[src/rtl/vend_pkg.sv]
// Package: shared controller state type for the vend controller.
// Assumes a two-bit state encoding; the order below is the documented encoding.
package vend_pkg;

    typedef enum logic [1:0] {
        ST_START = 2'b00,
        ST_WAIT  = 2'b01,
        ST_ADD   = 2'b10,
        ST_VEND  = 2'b11
    } vend_state_t;

endpackage

[src/rtl/vend_tally.sv]
// Module: vend_tally
// Running-total register with a saturating adder in front of it.
// Assumes clear and load may arrive together; clear wins.
module vend_tally #(
    parameter int WIDTH = 8
) (
    input  logic             clk,
    input  logic             rst_n,
    input  logic             tot_ld,
    input  logic             tot_clr,
    input  logic [WIDTH-1:0] amt,
    output logic [WIDTH-1:0] tot
);
    localparam logic [WIDTH-1:0] TOP = {WIDTH{1'b1}};

    logic [WIDTH:0]   wide_sum;
    logic [WIDTH-1:0] sat_sum;

    // Widened add, then clamp to full scale on carry out.
    always_comb begin
        wide_sum = {1'b0, tot} + {1'b0, amt};
        sat_sum  = wide_sum[WIDTH] ? TOP : wide_sum[WIDTH-1:0];
    end

    // Total register: reset and clear zero it, load takes the clamped sum.
    always_ff @(posedge clk) begin
        if (!rst_n || tot_clr) begin
            tot <= '0;
        end else if (tot_ld) begin
            tot <= sat_sum;
        end
    end

endmodule

[src/rtl/vend_cmp.sv]
// Module: vend_cmp
// Unsigned less-than comparator reporting total below price.
// Assumes both operands are unsigned and of equal width.
module vend_cmp #(
    parameter int WIDTH = 8
) (
    input  logic [WIDTH-1:0] tot,
    input  logic [WIDTH-1:0] cost,
    output logic             below
);
    // Single status bit handed to the controller.
    always_comb begin
        below = (tot < cost);
    end

endmodule

[src/rtl/vend_ctrl.sv]
// Module: vend_ctrl
// Four-state controller; drives load/clear of the total and the vend pulse.
// Assumes it sees only the below-price bit, never the total itself.
module vend_ctrl
    import vend_pkg::*;
(
    input  logic        clk,
    input  logic        rst_n,
    input  logic        coin,
    input  logic        below,
    output vend_state_t state,
    output logic        tot_ld,
    output logic        tot_clr,
    output logic        vend
);
    vend_state_t nxt;

    // Next-state choice; a coin beats the vend decision while waiting.
    always_comb begin
        unique case (state)
            ST_START: nxt = ST_WAIT;
            ST_WAIT:  nxt = coin ? ST_ADD : (below ? ST_WAIT : ST_VEND);
            ST_ADD:   nxt = ST_WAIT;
            default:  nxt = ST_START;
        endcase
    end

    // Datapath commands decoded from the present state.
    always_comb begin
        tot_clr = (state == ST_START);
        tot_ld  = (state == ST_ADD);
    end

    // State register with synchronous active-low reset.
    always_ff @(posedge clk) begin
        if (!rst_n) begin
            state <= ST_START;
        end else begin
            state <= nxt;
        end
    end

    // Registered vend pulse, high exactly while in the vend state.
    always_ff @(posedge clk) begin
        if (!rst_n) begin
            vend <= 1'b0;
        end else begin
            vend <= (nxt == ST_VEND);
        end
    end

endmodule

[src/rtl/coin_vend_top.sv]
// Module: coin_vend_top
// Coin-totalling vend controller: controller plus total/compare datapath.
// Assumes coin_amt is valid in the cycle after the coin pulse.
module coin_vend_top
    import vend_pkg::*;
#(
    parameter int WIDTH = 8
) (
    input  logic             clk,
    input  logic             rst_n,
    input  logic             coin_seen,
    input  logic [WIDTH-1:0] coin_amt,
    input  logic [WIDTH-1:0] item_cost,
    output logic             vend_out
);
    vend_state_t      st;
    logic             ld;
    logic             clr;
    logic             lt_cost;
    logic [WIDTH-1:0] tot_val;

    vend_ctrl u_ctrl (
        .clk     (clk),
        .rst_n   (rst_n),
        .coin    (coin_seen),
        .below   (lt_cost),
        .state   (st),
        .tot_ld  (ld),
        .tot_clr (clr),
        .vend    (vend_out)
    );

    vend_tally #(.WIDTH(WIDTH)) u_tally (
        .clk     (clk),
        .rst_n   (rst_n),
        .tot_ld  (ld),
        .tot_clr (clr),
        .amt     (coin_amt),
        .tot     (tot_val)
    );

    vend_cmp #(.WIDTH(WIDTH)) u_cmp (
        .tot   (tot_val),
        .cost  (item_cost),
        .below (lt_cost)
    );

endmodule

[config.mk]
export PLATFORM = sky130hd
export DESIGN_NAME = coin_vend_top
export DESIGN_NICKNAME = d
export VERILOG_FILES = /design/src/rtl/vend_pkg.sv /design/src/rtl/vend_tally.sv /design/src/rtl/vend_cmp.sv /design/src/rtl/vend_ctrl.sv /design/src/rtl/coin_vend_top.sv
export SDC_FILE = /design/constraint.sdc
export NUM_CORES = 1
export LEC_CHECK = 0
export BUFFER_PORTS_ARGS = -buffer_cell sky130_fd_sc_hd__buf_2
export CAP_MARGIN = 10
export CORE_MARGIN = 2
export CORE_UTILIZATION = 56
export CTS_CLUSTER_DIAMETER = 30
export DETAILED_ROUTE_END_ITERATION = 16
export PLACE_DENSITY = 0.79
export SKIP_LAST_GASP = 1
export SLEW_MARGIN = 5
export SYNTH_ARGS = -nofsm -noshare
export SYNTH_HDL_FRONTEND = slang
export SYNTH_SLANG_ARGS = --single-unit
[constraint.sdc]
create_clock -name clk -period 4.55 [get_ports clk]
set_clock_uncertainty 0.15 [all_clocks]
set_input_delay 0 -clock clk [delete_from_list [all_inputs] [get_ports clk]]
set_output_delay 0 -clock clk [all_outputs]
set_load 0.03 [all_outputs]
; ---- Word-level counts from Yosys, hierarchy flattened
; Index checks and enable logic that the tools add are counted.
[totals]
register_bits = 11
inputBits = 19
output_inout_bits = 1
word_cells = 16
[op_classes]
n_addsub = 1
magnitude_cmp = 1
eq_ne = 3
n_mux = 4
n_reduce_logical = 4
[ops]
columns = operator, count
row1 = 8-bit by 8-bit adder with 9-bit output, 1
row2 = 8-bit less-than comparator, 1
row3 = 8-bit 2-to-1 mux, 1
row4 = "2-bit == test, second input constant", 2
row5 = 2-bit 2-to-1 mux, 2
row6 = 2-bit one-hot mux with 2 select lines, 1
row7 = "2-bit by 1-bit == test with 1-bit output, second input constant", 1
row8 = 2-bit zero test, 1
row9 = 2-bit OR reduction, 1
row10 = 1-bit zero test, 1
row11 = 1-bit logical OR, 1

; ---- Logic depth before layout (Yosys ltp)
[depth]
depth_word = 5
ltp_mapped = 7
mapped_depth_nobuf = 7

; ---- Cells and area by module
; Synthesis repeated with hierarchy kept, for this count alone.
[unflattened]
hier_cells = 100
area_unflattened_um2 = 919.6
[modules_own_cells]
columns = module, instances, cells_each, area_each_um2, seq_area_each_um2
row1 = vend_tally, 1, 64, 620.6, 160.2
row2 = vend_cmp, 1, 25, 176.4, 0.0
row3 = vend_ctrl, 1, 11, 122.6, 60.1

; ---- Least setup slack after synthesis
; OpenSTA, ideal clock, no wires.
[synth_path]
path_kind = reg2reg
start = reg u_tally.tot[0]
end = reg u_tally.tot[2]
arrival_time_ns = 1.855
required_time_ns = 4.257
path_slack_ns = 2.402
stages_incl_launch_ff = 8
n_path_buf = 0
synth_period_minus_slack_ns = 2.148
cell_sequence = dfxtp_1 -> ha_1 -> fa_1 -> a21oi_1 -> nor2b_1 -> a311o_2 -> a31oi_4 -> a221oi_1
[synth_via]
elab_chain_cells = 2
[synth_rtl]
columns = element, line
row1 = "start, declared", vend_tally.sv:12  ; output logic [WIDTH-1:0] tot
row2 = "start signal, assigned", vend_tally.sv:30  ; tot <= sat_sum;
row3 = 8-bit by 8-bit adder with 9-bit output, vend_tally.sv:21  ; wide_sum = {1'b0, tot} + {1'b0, amt};
row4 = 8-bit 2-to-1 mux, vend_tally.sv:22  ; sat_sum = wide_sum[WIDTH] ? TOP : wide_sum[WIDTH-1:0];
; No other way between the ends.
; A chain may end at the register's enable or synchronous reset.

; ---- Worst setup path in the final report
[layout_path]
start = reg u_tally.tot[7]
end = reg u_ctrl.vend
[layout_via]
elab_chain_cells = 5
[layout_rtl]
columns = element, line
row1 = 8-bit less-than comparator, vend_cmp.sv:13  ; below = (tot < cost);
row2 = 2-bit 2-to-1 mux (2 in series), vend_ctrl.sv:22  ; ST_WAIT: nxt = coin ? ST_ADD : (below ? ST_WAIT : ST_VEND);
row3 = 2-bit one-hot mux with 2 select lines, vend_ctrl.sv:20  ; unique case (state)
row4 = 2-bit == test, vend_ctrl.sv:48  ; vend <= (nxt == ST_VEND);
row5 = "end signal, assigned", vend_ctrl.sv:48
row6 = "end, declared", vend_ctrl.sv:14  ; output logic vend
; No other way between the ends.

==> results_dict.tcl <==
set metrics [dict create \
    post_cts_resized 0 \
    finalWirelength_um 1756 \
    worstSetupPathType "flop to flop" \
    drive_gt1_share_pct 18.90 \
    grt_max_degree 14 \
    ys_ff_latch 11 \
    area_growth_pct 19.39 \
    setup_viol 0 \
    n_antenna_cell 0 \
    hold_path_class "primary input to flop" \
    synth.distinct_cells 28 \
    core_area_sq_um 1471 \
    dpl.hpwl_um 1460 \
    setup_slack_ns 2.218 \
    path_clk_slew_ns 0.07 \
    drv_slew 0 \
    rows 14 \
    first_global_vias 792 \
    pwr-share-comb_pct 28.8 \
    path_cells "ha_1 > and3_1 > a211oi_1 > o21ai_1 > a31oi_1 > nor4_1 > dlygate4sd3_1" \
    yosys-top-cells-area "dfxtp_1, ha_1, inv_1" \
    ys_warn_count 0 \
    finalNonFillerCells 143 \
    fp.dieH_um 43.29 \
    netlist_area_sq_um 864.6 \
    status "finished, final reports clean" \
    cp-start-kind "flop" \
    antenna_left 0 \
    dp_cells 136 \
    die_x_um 43.29 \
    synth_top_area_share_pct 25.47 \
    peakVddDrop_mv 0.1350 \
    mostFrequentLayoutCell "buf_2" \
    dp_slack_ns 2.252 \
    path_max_fanout 4 \
    p_per_area_nw_per_um2 241.0 \
    crit_required_ns 4.55 \
    pwr-share-seq_pct 44.5 \
    r2r_setup_slack_ns 2.22 \
    start_util_pct 58.76 \
    vias 809 \
    wl_per_cell_um 12.28 \
    io_buffers 19 \
    clock_sinks 11 \
    whs_ns 0.01720 \
    worstMarginPinSlew_ns 0.4993 \
    yosysTopAreaCell "dfxtp_1" \
    switching_share_pct 31.18 \
    drv_cap 0 \
    fin_util_pct 70.15 \
    drt-pass1-iter-count 1 \
    htreeDepth 1 \
    p_switching_w 0.00007757 \
    fin_crit_ns 2.332 \
    avgSynthCellArea_sq_um 8.476 \
    synth-seq-area-share_pct 25.47 \
    internal_power_w 0.0001712 \
    antenna_found_initial 0 \
    grt_pass1_wl_um 3098 \
    drt_iter0_drc 0 \
    pwr-share-clk_pct 26.7 \
    layout_common_cells "buf_2, inv_1, ha_1" \
    cts_root_buf "clkbuf_4" \
    hold_viol_final 0 \
    critPathArrivalTime_ns 2.33 \
    cts_tree "built" \
    fin_nets 163 \
    ios 20 \
    grtUsageTotal_pct 21.93 \
    crit_slowest_cell "dlygate4sd3_1" \
    fin_crit_sh_pct 51.25 \
    fmax_mhz 428.8 \
    numCtsBuffers 3 \
    cts_buffer_depth 2 \
    relSlewSlack_pct 66.49 \
    gp_congestion 0.7786 \
    max_stage_delay_ns 0.57 \
    synthCells 102 \
    worst_skew_pair.late_latency_ns 0.27 \
    p_leak_nw 0.5179 \
    routed_via_density 5.657 \
    die_area_sq_um 1874 \
    tns_ns 0 \
    grt_overflow 0 \
    endpoint_kind "flop" \
    rsz0062_at_grt "no" \
    syn-num-nets 137 \
    post-route-drc-count 0 \
]
-- metal layers --
layer,part of all wire (%),GRT usage (%)
met5,0,0
met4,2.7,12.12
met3,3.2,3.404
met2,48,37.91
met1,46,25.26
-- area by class of cell --
cell class | instances | area, sq um
Multi-Input combinational cell | 73 | 576.8
Tap cell | 16 | 20.02
Fill cell | 138 | 439.2
Sequential cell | 11 | 220.2
Timing Repair Buffer | 22 | 125.1
Clock buffer | 4 | 26.28
Inverter | 17 | 63.81
-- worst max-delay path: cells and delay by family, from the launching register on --
family | cells | cell delay (ns)
adders and majority gates | 1 | 0.27
AOI/OAI and AO/OA | 3 | 0.55
and+or+nand+nor | 2 | 0.27
DFF | 1 | 0.40
buffers and inverters | 1 | 0.57
-- through the flow --
stage | area [sq um] | power [W]
after floorplan | 864.6 | 0.0001616
after global placement | 975.9 | 0.0001790
after detailed placement | 975.9 | 0.0001827
after CTS | 1032 | 0.0002503
after global routing | 1032 | 0.0002666
final | 1032 | 0.0002488
-- cells in the mapped netlist (all sizes together) --
library cell   n
a221oi         7
fa             1
o211a          1
nand2b         1
and2           1
a311o          1
and3           1
clkbuf         1
a31oi          2
nand3b         1
ha            15
a211oi         2
nor2b          3
o21ai         10
a21o           1
nand3          1
xor2           3
xnor2          2
o31ai          1
inv           17
a21oi          7
nand2          6
nor4           1
dfxtp         11
nor3           2
nor2           3
-- final timing paths --
kind,startpoint,to,cells past startpoint
setup / recovery,u_tally.tot[7]$_SDFFE_PP0P_,u_ctrl.vend$_SDFF_PN0_,7
hold / removal,coin_amt[5],u_tally.tot[7]$_SDFFE_PP0P_,4
hold reg to reg,u_tally.tot[0]$_SDFFE_PP0P_,u_tally.tot[0]$_SDFFE_PP0P_,2
setup reg to reg,u_tally.tot[7]$_SDFFE_PP0P_,u_ctrl.vend$_SDFF_PN0_,7
-- sequential cells by signal (all words and copies together), names as in the netlist --
signal	cells
u_ctrl.state	2
u_tally.tot	8
u_ctrl.vend	1
-- cell families after synthesis --
group	Yosys count	synth area share (%)
adders and majority gates	16	24.02
DFF	11	25.47
xor gates and xnor gates	5	5.066
AOI/OAI and AO/OA	32	26.05
buffers and inverters	18	7.814
and+or+nand+nor	20	11.58
-- power by group through the flow --
stage	logic, W	clock network (W)	registers [W]
after CTS	0.0000721	0.0000677	0.000110
after global placement	0.0000667	0	0.000112
after floorplan	0.0000521	0	0.000109
after detailed placement	0.0000701	0	0.000113
final	0.0000718	0.0000664	0.000111
after global routing	0.0000812	0.0000736	0.000112
-- repair_timing --
item | in CTS | in global routing
buffers inserted | 0 | 0
hold buffers | 3 | 0
hold endpoints to repair | 4 | 0
Power figures use the tool's default switching activity.
